**src/rtl/csync_pkg.sv**
```systemverilog
package csync_pkg;
  typedef enum logic {
    PH_ALIGN = 1'b0,
    PH_RUN   = 1'b1
  } phase_e;

  localparam int unsigned NUM_BANK = 2;
  localparam int unsigned BANK_A   = 0;
  localparam int unsigned BANK_C   = 1;
endpackage

```
**src/rtl/csync_div.sv**
```systemverilog
module csync_div #(
  parameter int unsigned DIV_W = 4
) (
  input  logic             clk_i,
  input  logic             rst_ni,
  input  logic             run_i,
  input  logic             clr_i,
  input  logic [DIV_W-1:0] ratio_i,
  output logic [DIV_W-1:0] cnt_o,
  output logic             q_o
);
  localparam int unsigned EW = DIV_W + 1;

  logic [DIV_W-1:0] cnt_q;
  logic [DIV_W-1:0] cnt_d;
  logic [EW-1:0]    high_len;

  always_comb begin
    if (!run_i || clr_i) begin
      cnt_d = '0;
    end else if (cnt_q == ratio_i - DIV_W'(1)) begin
      cnt_d = '0;
    end else begin
      cnt_d = cnt_q + DIV_W'(1);
    end
  end

  always_ff @(posedge clk_i or negedge rst_ni) begin
    if (!rst_ni) cnt_q <= '0;
    else         cnt_q <= cnt_d;
  end

  // ceil(N/2) cycles high at the start of each period
  assign high_len = ({1'b0, ratio_i} + EW'(1)) >> 1;
  assign q_o      = run_i && ({1'b0, cnt_q} < high_len);
  assign cnt_o    = cnt_q;
endmodule

```
**src/rtl/csync_win.sv**
```systemverilog
module csync_win #(
  parameter int unsigned DIV_W = 4
) (
  input  logic             run_i,
  input  logic [DIV_W-1:0] ratio_a_i,
  input  logic [DIV_W-1:0] ratio_c_i,
  input  logic [DIV_W-1:0] cnt_a_i,
  input  logic [DIV_W-1:0] cnt_c_i,
  output logic             sync_no
);
  logic             a_fast;
  logic [DIV_W-1:0] m_fast;
  logic [DIV_W-1:0] n_slow;
  logic [DIV_W-1:0] c_fast;
  logic [DIV_W-1:0] c_slow;
  logic [DIV_W-1:0] lead;
  logic             low;

  assign a_fast = ratio_a_i <= ratio_c_i;
  assign m_fast = a_fast ? ratio_a_i : ratio_c_i;
  assign n_slow = a_fast ? ratio_c_i : ratio_a_i;
  assign c_fast = a_fast ? cnt_a_i : cnt_c_i;
  assign c_slow = a_fast ? cnt_c_i : cnt_a_i;
  assign lead   = n_slow - m_fast;

  always_comb begin
    if (ratio_a_i == ratio_c_i) begin
      // every edge shared: low over the trailing floor(N/2) cycles
      low = cnt_a_i >= (m_fast - (m_fast >> 1));
    end else begin
      // last fast period before slow wraps, with fast wrapping in step
      low = (c_slow >= lead) && (c_fast == c_slow - lead);
    end
  end

  assign sync_no = !(run_i && low);
endmodule

```
**src/rtl/coinc_sync_gen.sv**
```systemverilog
module coinc_sync_gen
  import csync_pkg::*;
#(
  parameter int unsigned DIV_W = 4
) (
  input  logic             clk_i,
  input  logic             rst_ni,
  input  logic [DIV_W-1:0] div_a_i,
  input  logic [DIV_W-1:0] div_c_i,
  output logic             qa_o,
  output logic             qc_o,
  output logic             sync_no
);
  localparam logic [DIV_W-1:0] MIN_DIV = DIV_W'(2);

  phase_e           phase_q;
  logic             run;
  logic             restart;
  logic [DIV_W-1:0] eff   [NUM_BANK];
  logic [DIV_W-1:0] cfg_q [NUM_BANK];
  logic [DIV_W-1:0] cnt   [NUM_BANK];
  logic             q     [NUM_BANK];

  assign eff[BANK_A] = (div_a_i < MIN_DIV) ? MIN_DIV : div_a_i;
  assign eff[BANK_C] = (div_c_i < MIN_DIV) ? MIN_DIV : div_c_i;

  assign run     = (phase_q == PH_RUN);
  assign restart = run && ((eff[BANK_A] != cfg_q[BANK_A]) ||
                           (eff[BANK_C] != cfg_q[BANK_C]));

  always_ff @(posedge clk_i or negedge rst_ni) begin
    if (!rst_ni) begin
      phase_q <= PH_ALIGN;
    end else if (!run) begin
      phase_q <= PH_RUN;
    end else if (restart) begin
      phase_q <= PH_ALIGN;
    end
  end

  for (genvar g = 0; g < NUM_BANK; g++) begin : g_bank
    always_ff @(posedge clk_i or negedge rst_ni) begin
      if (!rst_ni)   cfg_q[g] <= MIN_DIV;
      else if (!run) cfg_q[g] <= eff[g];
    end

    csync_div #(.DIV_W(DIV_W)) u_div (
      .clk_i  (clk_i),
      .rst_ni (rst_ni),
      .run_i  (run),
      .clr_i  (restart),
      .ratio_i(cfg_q[g]),
      .cnt_o  (cnt[g]),
      .q_o    (q[g])
    );
  end

  csync_win #(.DIV_W(DIV_W)) u_win (
    .run_i    (run),
    .ratio_a_i(cfg_q[BANK_A]),
    .ratio_c_i(cfg_q[BANK_C]),
    .cnt_a_i  (cnt[BANK_A]),
    .cnt_c_i  (cnt[BANK_C]),
    .sync_no  (sync_no)
  );

  assign qa_o = q[BANK_A];
  assign qc_o = q[BANK_C];
endmodule

```
**config.mk**
```make
export PLATFORM = sky130hd
export DESIGN_NAME = coinc_sync_gen
export DESIGN_NICKNAME = d
export VERILOG_FILES = /design/src/rtl/csync_pkg.sv /design/src/rtl/csync_div.sv /design/src/rtl/csync_win.sv /design/src/rtl/coinc_sync_gen.sv
export SDC_FILE = /design/constraint.sdc
export NUM_CORES = 1
export LEC_CHECK = 0
export ABC_AREA = 1
export ABC_CLOCK_PERIOD_IN_PS = 9090
export BUFFER_PORTS_ARGS = -buffer_cell sky130_fd_sc_hd__buf_2
export CAP_MARGIN = 20
export CORE_MARGIN = 3
export CORE_UTILIZATION = 55
export CTS_CLUSTER_SIZE = 30
export DETAILED_ROUTE_END_ITERATION = 7
export PLACE_DENSITY = 0.73
export RECOVER_POWER = 25
export REMOVE_ABC_BUFFERS = 1
export SLEW_MARGIN = 20
export SYNTH_ARGS = -nofsm -noshare
export SYNTH_HDL_FRONTEND = slang
export SYNTH_SLANG_ARGS = --single-unit
export TNS_END_PERCENT = 30
```
**constraint.sdc**
```tcl
create_clock -name clk_i -period 9.09 [get_ports clk_i]
set_input_delay 1.818 -clock clk_i [delete_from_list [all_inputs] [get_ports clk_i]]
set_output_delay 1.818 -clock clk_i [all_outputs]
set_load 0.05 [all_outputs]
```
[Word-level counts from Yosys, hierarchy flattened]
Index checks and enable logic that the tools add are counted.
Storage, ports and cells
  register bits: 17
  input bits: 10
  output and inout port bits: 3
  word-level logic and storage cells: 49
Cells by class
  add/sub/neg operators: 9
  $lt $le $gt $ge: 7
  equal/unequal tests: 6
  mux-type cells: 13
  reduce and logical (&&, ||, !) cells: 9
Operators with widths (number)
  $mux W4: 10
  $eq A4 B4 Y1: 4
  $add A4 B1 Y5 const B: 2
  $add A4 B1 Y4 const B: 2
  $ge A4 B4 Y1: 2
  $lt A4 B2 Y1 const B: 2
  $lt A4 B4 Y1: 2
  $ne A4 B4 Y1: 2
  $sub A4 B1 Y4 const B: 2
  $sub A4 B4 Y4: 2
  $logic_and A1 B1 Y1: 5
  $le A4 B4 Y1: 1
  $sub A4 B3 Y4: 1
  $mux W1: 3
  $logic_not A1 Y1: 2
  $logic_or A1 B1 Y1: 2

[Depth between registers and ports, before layout]
Gate-level depths: netlist of the first run.
  word-level depth: 9
  gate-level depth with buffers: 27
  depth with buffers taken out: 26

[Modules after synthesis]
From an unflattened synthesis of the first run, not the netlist that was laid out.
Unflattened totals
  cell total of the unflattened synthesis: 330
  area total of the unflattened synthesis: 2229.6 um2
Modules (own cells, without submodules)
  csync_div: instances 2, cells each 63, area an instance 430.4 um2, sequential area each 100.1 um2
  csync_win: instances 1, cells each 133, area an instance 837.1 um2, sequential area each 0.0 um2
  coinc_sync_gen: instances 1, cells each 71, area an instance 531.8 um2, sequential area each 227.7 um2

[Worst setup path before layout of the first run]
No wires, ideal clock.
  path type: reg-to-output
  start: reg cfg_q[1] (netlist bit)
  end: out qc_o
  data arrival time: 3.779 ns
  data required time: 7.272 ns
  setup slack: 3.493 ns
  stages on the path, launching flop included: 7
  buffers on the path: 0
  cell sequence: dfstp_2 > ha_1 > xnor2_1 > ha_1 > a21boi_0 > o211a_1 > a2111oi_0
On the way
  longest elaborated chain between the ends: 3
Ends and longest elaborated chain
  start, declared: line coinc_sync_gen.sv:20  | logic [DIV_W-1:0] cfg_q [NUM_BANK];
  start signal, assigned by index: line coinc_sync_gen.sv:44  | else if (!run) cfg_q[g] <= eff[g];
  $add A4 B1 Y5: line csync_div.sv:34  | assign high_len = ({1'b0, ratio_i} + EW'(1)) >> 1;
  $lt A4 B4 Y1: line csync_div.sv:35  | assign q_o = run_i && ({1'b0, cnt_q} < high_len);
  $logic_and A1 B1 Y1: line csync_div.sv:35
  end, declared: line coinc_sync_gen.sv:11  | output logic qc_o,
Every way passes these cells.

[Final worst setup path of the first run]
  start: reg cfg_q[2] (netlist bit)
  end: out sync_no
On the way
  longest elaborated chain between the ends: 9
  elaborated cells on any way between the ends: 16
  classes of those cells: add/sub: 3; order compare: 3; eq/ne: 2; mux: 5; reduce/logical: 3
Ends and longest elaborated chain
  $le A4 B4 Y1: line csync_win.sv:19  | assign a_fast = ratio_a_i <= ratio_c_i;
  $mux W4 (on tied branches): line csync_win.sv:21, csync_win.sv:20
  $sub A4 B4 Y4: line csync_win.sv:24  | assign lead = n_slow - m_fast;
  $sub A4 B4 Y4: line csync_win.sv:32  | low = (c_slow >= lead) && (c_fast == c_slow - lead);
  $eq A4 B4 Y1: line csync_win.sv:32
  $logic_and A1 B1 Y1: line csync_win.sv:32
  $mux W1 *: line csync_win.sv:27  | if (ratio_a_i == ratio_c_i) begin
  $logic_and A1 B1 Y1 *: line csync_win.sv:36  | assign sync_no = !(run_i && low);
  $logic_not A1 Y1 *: line csync_win.sv:36
  end, declared: line coinc_sync_gen.sv:12  | output logic sync_no
Mark *: on every way between the ends. The rest lies on a longest branch, timed or not.

==> results.toml, run 1 <==
[sta]
min_period_over_period_pct = 65.0
slew_viol_final = 0
finClkSkew_ns = 0.00298
finalHoldViolCount = 0
setup_viol = 0
fin_crit_ns = 5.91
rsz0062_at_grt = "false"
relSlewSlack_pct = 41.7
setup_tns_ns = 0
tightest_slew_ns = 0.875
fmax_mhz = 169

[global_route]
overflow = 0
use_met3_pct = 1.02
antenna_found_initial = 0
grt-busiest-layer = "met2"
gr-usage-all-layers_pct = 20.4
grt_use_met2_pct = 35.9
grt_max_degree = 25
grt_pass1_vias = 1626
grt_use_met1_pct = 27.5
grt_pass1_wl_um = 7040

[detailed_routing]
post-route-drc-count = 0
drtPass1Iterations = 4
drt-total-wl_um = 4030
vias = 1707
wl_per_cell_um = 12.4
antenna_left = 0
viasPerCell = 5.24
drt_first_iter_violations = 58

[clock_network]
cts_buffer_depth = 2
cts.sink_count = 17
root_buffer = "clkbuf_4"
cts_resized = 0
insertion_delay_ns = 0.29
cts_max_level = 1
clk_pin_slew_ns = 0.09
cts_inserted_buffers = 3
cts_hold_buf = 0
cts_setup_buffers = 0
cts_tree = "built"

[layout]
nFillCells = 336
nNetsFinal = 321
layout_common_cells = "nand2_1, inv_1, ha_1"
diodes = 0
drive_above_1_share_pct = 9.64
layout.cells.most_common = "nand2_1"
area_growth_pct = 4.78
fin_area_um2 = 2080

[logic_synthesis]
synth_seq_cells = 17
netlist_instances = 272
ys_types = 32
ys_seq_area_share_pct = 21.5
avgSynthCellArea_um2 = 7.31
ys_async_sr_fraction_pct = 100
synth_ff_type = "dfrtp_1"
syn_area_um2 = 1990
synth_edf_count = 0
yosysWarnings = 0

[critical_path]
critical_path_class = "reg -> out"
ff2ff_setup_slack_ns = 7.24
cp-start-kind = "register"
crit_path_end_kind = "primary output"
cpPeakStageDelay_ns = 0.53
arrival_ns = 4.09
cpMostUsedCell = "nand2_1"
critical_path_peak_fanout = 24
worstPathRequired_ns = 7.27
crit_chain = "inv_1 -> ha_1 -> nand2_1 -> clkinv_1 -> nand2_1 -> nand2_4 -> nand2_4 -> nand2_1 -> o21ai_1 -> inv_1 -> ha_1 -> fa_1 -> ha_1 -> a21boi_0 -> o21a_1 -> o21ai_0 -> a21oi_1 -> nand2_1 -> buf_2"
critPathSlowestCell = "dfrtp_1"

[place]
dp_hpwl_um = 3340
place_area_um2 = 2060
gp_congestion = 0.862
numPortBuffers = 12

[floorplanning]
dieHeight_um = 66.1
die_w_um = 66.1
dieArea_um2 = 4370
rows = 21
core_um2 = 3420
start_util_pct = 58.2
io_pins = 13

[job]
cap_violations = 0

[run_status]
outcome = "finished clean"

[worst_hold_path]
hp-class = "reg -> reg"
[registers in the layout (all words and copies together) (netlist names)]
name / flops
cfg_q: 8
g_bank.u_div.cnt_o: 8
phase_q: 1
[path summary, 6_finish.rpt]
check	cells past startpoint	end	from
setup / recovery	19	sync_no	cfg_q[2]
hold / removal	1	g_bank[1].u_div.cnt_o[0]	g_bank[1].u_div.cnt_o[0]
setup reg to reg	8	g_bank[1].u_div.cnt_o[3]	cfg_q[0]
hold reg to reg	1	g_bank[1].u_div.cnt_o[0]	g_bank[1].u_div.cnt_o[0]
max in group asynchronous	1	phase_q	rst_ni
min in group asynchronous	1	g_bank[1].u_div.cnt_o[3]	rst_ni
[critical path: cells and delay by family (launching register included)]
kind	cells	cell delay, ns
compound gates	5	0.72
simple gates	6	0.66
fa+ha+maj	4	1.32
flops	1	0.53
buf+inv	4	0.59
[kinds of logic after synthesis]
family | share of synthesized area [%]
simple gates | 24.5
compound gates | 13.6
buf+inv | 9.75
flops | 21.5
fa+ha+maj | 19.6
xor+xnor | 11.0
[cells in the mapped netlist (2+ instances only)]
cell type  number  share of area (%)
inv_1          37                7.0
fa_1            2                2.0
nand3_1        22                5.5
buf_2           5                1.3
a21oi_1         8                2.0
nor3_1          2               0.50
xor2_1         14                6.2
a2111oi_0       2               0.88
xnor2_1        11                4.8
o211ai_1        3                1.1
nand4_1         3               0.94
o21ai_0        18                4.5
nand2_2         6                1.9
nand2_4         2                1.1
dfstp_2         2                2.6
clkinv_1        2               0.38
ha_1           28                 18
nor2_1         19                3.6
a21boi_0        3                1.1
clkbuf_1        2               0.38
o211a_1         2                1.0
dfrtp_1        15                 19
nand2_1        53                 10
o21ai_1         2               0.50
o21a_1          2               0.75
[final cells by class]
| type | instances | area [um2] | area share (%) |
|---|---|---|---|
| Clock buffer | 4 | 26.3 | 1.26 |
| Inverter | 39 | 146 | 7.03 |
| Multi-Input combinational cell | 208 | 1370 | 65.6 |
| Sequential cell | 17 | 428 | 20.5 |
| Tap cell | 46 | 57.6 | 2.76 |
| Timing Repair Buffer | 12 | 58.8 | 2.82 |
[stage by stage]
step / setup slack, ns / cells / hold slack (ns) / util [%]
final: 3.18 / 326 / 0.536 / 61.0
after global routing: 2.80 / 326 / 0.566 / 61.0
after CTS: 3.16 / 326 / 0.531 / 61.0
after detailed placement: 3.50 / 322 / 0.518 / 60.3
after global placement: 3.60 / 322 / 0.513 / 60.3
after floorplan: 3.49 / 264 / 0.472 / -
[metal layers]
metal  vias to the layer above  part of all wire, %
li1                        899                    -
met1                       783                   51
met2                        21                   47
met3                         4                  1.5
met4                         0                 0.62
met5                         -                    0
Power of run 1 is not shown: default switching activity piles up to over one toggle a cycle in this logic, so the estimate is an artifact.
==> run 2, diff against run 1 <==
--- a/config.mk
+++ b/config.mk
@@ -5,15 +5,15 @@
 export SDC_FILE = /design/constraint.sdc
 export NUM_CORES = 1
 export LEC_CHECK = 0
-export ABC_AREA = 1
-export ABC_CLOCK_PERIOD_IN_PS = 9090
+export ABC_AREA = 0
+export ABC_CLOCK_PERIOD_IN_PS = 5200
 export BUFFER_PORTS_ARGS = -buffer_cell sky130_fd_sc_hd__buf_2
 export CAP_MARGIN = 20
 export CORE_MARGIN = 3
 export CORE_UTILIZATION = 55
 export CTS_CLUSTER_SIZE = 30
 export DETAILED_ROUTE_END_ITERATION = 7
-export PLACE_DENSITY = 0.73
+export PLACE_DENSITY = 0.76
 export RECOVER_POWER = 25
 export REMOVE_ABC_BUFFERS = 1
 export SLEW_MARGIN = 20
==> constraint.sdc (replaced) <==
create_clock -name clk_i -period 5.2 [get_ports clk_i]
set_input_delay 1.04 -clock clk_i [delete_from_list [all_inputs] [get_ports clk_i]]
set_output_delay 1.04 -clock clk_i [all_outputs]
set_load 0.05 [all_outputs]
==> run 2 against run 1 <==
Final area is 14% higher. Global-route usage is 3.9 points higher. Via count is 7.0% higher. Setup slack worse by 2.9 ns. Core utilization is 6.9 points higher. Routed wire length is 25% higher. Cell count is 7.4% lower. Sequential cell count stayed put.
==> results.toml, run 2 <==
[pwr]
power_density_nw_per_um2 = 611
power.share.switching_pct = 47.4
p_leak_uw = 0.00109
power.switching_uw = 688
peakVddDrop_v = 0.000282
clkPwrFrac_pct = 6.7
p_int_uw = 762
share_comb_of_total_power_pct = 80.3
power_frac_seq_pct = 13.0

[clock_network]
cts_max_level = 1
cts.sink_count = 17
cts_buffer_depth = 2
insertion_delay_ns = 0.25
cts_tree = "built"
cts_hold_buf = 0
clk_pin_slew_ns = 0.07
cts_inserted_buffers = 3
root_buffer = "clkbuf_8"

[logic_synthesis]
netlist.area_leader.share_pct = 18.0
synth_ff_type = "dfrtp_1"
synth_most_common_cell = "ha_1"
ys_top_cells_by_area = "dfrtp_1, ha_1, xor2_1"
synth_top_area_cell = "dfrtp_1"
avgSynthCellArea_um2 = 8.94
ys_seq_area_share_pct = 20.5
ys_async_sr_fraction_pct = 100
synth_edf_count = 0
yosys-top-cells-count = "ha_1, inv_1, xor2_1"
yosysWarnings = 0
syn_area_um2 = 2080
netlist_instances = 233
synth_seq_cells = 17
ys_types = 61

[place]
dp_hpwl_um = 3830
place_area_um2 = 2230
numPortBuffers = 12
gp_congestion = 0.964

[layout]
diodes = 0
layout.cells.most_common = "ha_1"
area_growth_pct = 13.9
fin_area_um2 = 2370
drive_above_1_share_pct = 22.7
layout_common_cells = "ha_1, inv_1, xor2_1"
nNetsFinal = 297

[global_route]
grt_pass1_wl_um = 8310
gr-usage-all-layers_pct = 24.3
grt_pass1_vias = 1759
antenna_found_initial = 0
grt_max_degree = 18
overflow = 0

[sta]
relSlewSlack_pct = 39.0
slew_viol_final = 0
tightest_slew_ns = 0.915
setup_viol = 0
finClkSkew_ns = 0.00226
min_period_over_period_pct = 95.6
setup_tns_ns = 0
finalHoldViolCount = 0
rsz0062_at_grt = "false"
fmax_mhz = 201
fin_crit_ns = 4.97

[critical_path]
critPathSlowestCell = "dfstp_2"
crit_path_end_kind = "primary output"
cp-start-kind = "register"
critPathTopFamily = "adder cells"
cpPeakStageDelay_ns = 0.53
crit_chain = "inv_1 -> ha_4 -> nor2b_4 -> o21ai_4 -> a21oi_4 -> nor2_1 -> a21oi_2 -> inv_1 -> ha_1 -> fa_1 -> ha_1 -> a21o_1 -> a21o_1 -> a21oi_1 -> nor3_1 -> a31oi_1 -> buf_4"
critical_path_class = "reg -> out"
worstPathRequired_ns = 4.16
arrival_ns = 3.93
critical_path_peak_fanout = 7
path_buf_inv = 3

[detailed_routing]
antenna_left = 0
wl_per_cell_um = 16.7
drt_first_iter_violations = 131
post-route-drc-count = 0
viasPerCell = 6.05
vias = 1827
drt-total-wl_um = 5040
drtPass1Iterations = 4

[floorplanning]
core_um2 = 3490
die_w_um = 67.5
io_pins = 13
rows = 21
start_util_pct = 59.6
dieArea_um2 = 4560
dieHeight_um = 67.5

[job]
cap_violations = 0

[worst_hold_path]
hp-class = "reg -> reg"

[run_status]
outcome = "finished clean"
==> run 2: cell count changes in the layout (fill, tap and decap cells not counted), moves of 4 or more <==
cell and delta:
nor3_1 +4, o21ai_0 -8, nor2_1 -4, a21o_1 +4, nand2_2 -6, nor2b_1 +5, buf_4 +14, nand3_1 -15
inv_1 -18, mux2_2 +6, nand2_1 -45
==> run 2: final cells by class <==
class	count	area, um2
clock buffers	3	41.3
clock inverters	1	5.00
fillers	281	1120
inverters	19	71.3
multi-input cells	191	1610
flip-flops and latches	17	429
well taps	46	57.6
repair buffers	25	159
==> run 2: logic make-up after synthesis <==
kind of cell	after synthesis	share of synthesized area, %
xor gates and xnor gates	30	12.6
muxes	10	5.17
and+or+nand+nor	58	15.0
DFF	17	20.5
AOI/OAI and AO/OA	63	23.2
adders and majority gates	30	18.7
buffers and inverters	25	4.74
==> run 2: power by group through the flow <==
stage	combinational, uW	clock [uW]	sequential (uW)
after floorplan	808	0	195
after global placement	1020	0	191
after detailed placement	1040	0	192
after CTS	1070	99.1	190
after global routing	1300	105	192
final	1160	97.3	189
==> run 2: path summary, 6_finish.rpt <==
path | start | end | slack (ns) | depth (start not counted)
max in group asynchronous | rst_ni | cfg_q[2] | 3.69 | 1
max | cfg_q[1] | sync_no | 0.23 | 17
min | g_bank[0].u_div.cnt_o[0] | g_bank[0].u_div.cnt_o[0] | 0.61 | 1
max reg2reg | cfg_q[7] | g_bank[1].u_div.cnt_o[3] | 3.32 | 7
min reg2reg | g_bank[0].u_div.cnt_o[0] | g_bank[0].u_div.cnt_o[0] | 0.61 | 1
min in group asynchronous | rst_ni | cfg_q[0] | 0.90 | 1
==> run 2: through the flow <==
| step | hold slack (ns) | total power [uW] | util (%) | instances | setup WS (ns) |
|---|---|---|---|---|---|
| floorplan | 0.521 | 1000 | - | 227 | 0.0441 |
| global placement | 0.561 | 1210 | 63.7 | 292 | 0.182 |
| detailed placement | 0.575 | 1230 | 63.7 | 292 | 0.130 |
| CTS | 0.589 | 1360 | 65.8 | 298 | 0.0333 |
| global route | 0.642 | 1600 | 67.9 | 302 | 0.0459 |
| finish | 0.609 | 1450 | 67.9 | 302 | 0.230 |
==> run 2: layer usage <==
metal  wire [um]  share of wire (%)  GRT usage, %  vias to the layer above
met5           0                  0             0                        -
met4          93                1.8          8.86                        0
met3         235                4.7          1.83                        9
met2        2370                 47          39.1                       55
met1        2340                 47          33.8                      879
li1            -                  -             -                      884
==> run 2: repair_timing <==
item | 4_1_cts | 5_1_grt
resized for setup | 3 | 13
setup buffers | 2 | 4
pin swaps | 0 | 2
setup endpoints to repair | 1 | 1
Note: power is estimated with default switching activity, not from simulation.
==> run 3, diff against run 2 <==
--- a/config.mk
+++ b/config.mk
@@ -9,11 +9,12 @@
 export ABC_CLOCK_PERIOD_IN_PS = 5200
 export BUFFER_PORTS_ARGS = -buffer_cell sky130_fd_sc_hd__buf_2
 export CAP_MARGIN = 20
+export CORE_ASPECT_RATIO = 0.7
 export CORE_MARGIN = 3
-export CORE_UTILIZATION = 55
+export CORE_UTILIZATION = 34
 export CTS_CLUSTER_SIZE = 30
 export DETAILED_ROUTE_END_ITERATION = 7
-export PLACE_DENSITY = 0.76
+export PLACE_DENSITY = 0.51
 export RECOVER_POWER = 25
 export REMOVE_ABC_BUFFERS = 1
 export SLEW_MARGIN = 20
==> run 3 against run 2 <==
Core utilization decreased by 26 points. Clock power up 10%. Total power rose by 0.82%. Sequential power shrank 5%. Final area grew 2.5%. Cell count is 11% higher. Sequential cell count did not move. Routed wire length increased by 3.9%. Hold slack improved by 0.020 ns. Critical endpoint unchanged. Highest routed layer unchanged.
==> results.toml, run 3 (synthesized netlist as in run 2, its figures left out) <==
[run_status]
outcome = "finished clean"

[clock_network]
cts.sink_count = 17
cts_max_level = 1
insertion_delay_ns = 0.26
cts_buffer_depth = 2
cts_tree = "built"
root_buffer = "clkbuf_8"
cts_inserted_buffers = 3
clk_pin_slew_ns = 0.08
cts_hold_buf = 0

[sta]
finalHoldViolCount = 0
tightest_slew_ns = 1.03
finClkSkew_ns = 0.00692
slew_viol_final = 0
hold_ws_ns = 0.630
fin_crit_ns = 5.00
finalWorstSetupSlack_ns = 0.201
setup_viol = 0
min_period_over_period_pct = 96.1
setup_tns_ns = 0
fmax_mhz = 200
relSlewSlack_pct = 31.1

[worst_hold_path]
hp-class = "reg -> reg"
hold_path_depth = 1
holdPathEnd = "g_bank[0].u_div.cnt_o[0]"
min_from = "g_bank[0].u_div.cnt_o[0]"

[layout]
layout_common_cells = "ha_1, inv_1, buf_4"
area_growth_pct = 16.8
multi_input_area_um2 = 1610
nNetsFinal = 300
regArea_um2 = 428
fin_area_um2 = 2430
drive_above_1_share_pct = 23.2
finalNonFillerCells = 334
layout.cells.most_common = "ha_1"
diodes = 0
nFillCells = 573

[detailed_routing]
post-route-drc-count = 0
antenna_left = 0
drtPass1Iterations = 4
wl_per_cell_um = 15.7
drt-total-wl_um = 5240
vias = 1745
drt_first_iter_violations = 63
viasPerCell = 5.22

[global_route]
gr-usage-all-layers_pct = 15.0
grt_max_degree = 18
grt_pass1_wl_um = 8530
antenna_found_initial = 0
grt_pass1_vias = 1648
overflow = 0

[critical_path]
critPathSlowestCell = "dfstp_2"
cpPeakStageDelay_ns = 0.56
crit_path_end_kind = "primary output"
r2r_start = "cfg_q[1]"
crit_chain = "clkinvlp_4 -> ha_4 -> nor2b_4 -> o21ai_4 -> a21oi_4 -> nor2_1 -> a21oi_2 -> inv_1 -> ha_1 -> fa_1 -> ha_1 -> a21o_1 -> a21o_1 -> a21oi_1 -> nor3_1 -> a31oi_1 -> buf_4"
arrival_ns = 3.96
ff2ff_setup_slack_ns = 3.24
worstReg2RegEnd = "g_bank[1].u_div.cnt_o[2]"
critical_path_peak_fanout = 7
critPathTopFamily = "adder cells"
worstPathRequired_ns = 4.16
reg2reg_depth = 7
critical_path_class = "reg -> out"
cp-start-kind = "register"
path_buf_inv = 3

[floorplanning]
core_um2 = 5810
die_w_um = 99.6
rows = 23
dieHeight_um = 71.5
io_pins = 13
dieArea_um2 = 7120
start_util_pct = 35.8

[place]
gp_congestion = 0.864
place_area_um2 = 2270
dp_slack_ns = 0.147
dp_hpwl_um = 4030
numPortBuffers = 12
dp.cells = 322

[job]
cap_violations = 0

[pwr]
p_leak_uw = 0.00109
power_density_nw_per_um2 = 601
peakVddDrop_v = 0.000215
[run 3: power by group]
group          internal, uW  switching [uW]  total [uW]
logic                   553             623        1180
registers               156            22.9         179
clock network          54.0            52.7         107
[run 3: area by class of cell]
type | instances | share of cell area (%)
tap | 75 | 3.86
clock inverter | 1 | 0.309
timing repair buffer | 28 | 7.46
multi-input combinational | 191 | 66.0
inverter | 19 | 3.09
clock buffer | 3 | 1.70
sequential | 17 | 17.6
[run 3: how the worst max path moves through the flow]
| stage | start | endpoint | cells past startpoint |
|---|---|---|---|
| floorplan | cfg_q[1] | sync_no | 15 |
| global placement | cfg_q[1] | sync_no | 16 |
| detailed placement | cfg_q[1] | sync_no | 17 |
| CTS | cfg_q[1] | sync_no | 17 |
| global route | cfg_q[1] | sync_no | 17 |
| finish | cfg_q[1] | sync_no | 17 |
[run 3: metal layers]
metal  vias up  global-route usage (%)  part of all wire [%]
li1        895                       -                     -
met1       823                    24.3                    56
met2        25                    21.2                    40
met3         2                    2.53                   3.8
met4         0                    1.52                  0.34
met5         -                       0                     0
[run 3: repair_timing]
item	4_1_cts	5_1_grt
buffers inserted	5	3
endpoints found under the setup margin	1	1
pin swaps	2	3
gates resized for setup	4	10
[run 3: metrics by stage]
step	total power [uW]	utilization, %
6_report	1460	41.8
5_1_grt	1610	41.8
4_1_cts	1410	40.8
3_5_place_dp	1230	39.0
3_3_place_gp	1230	39.0
2_1_floorplan	1000	-
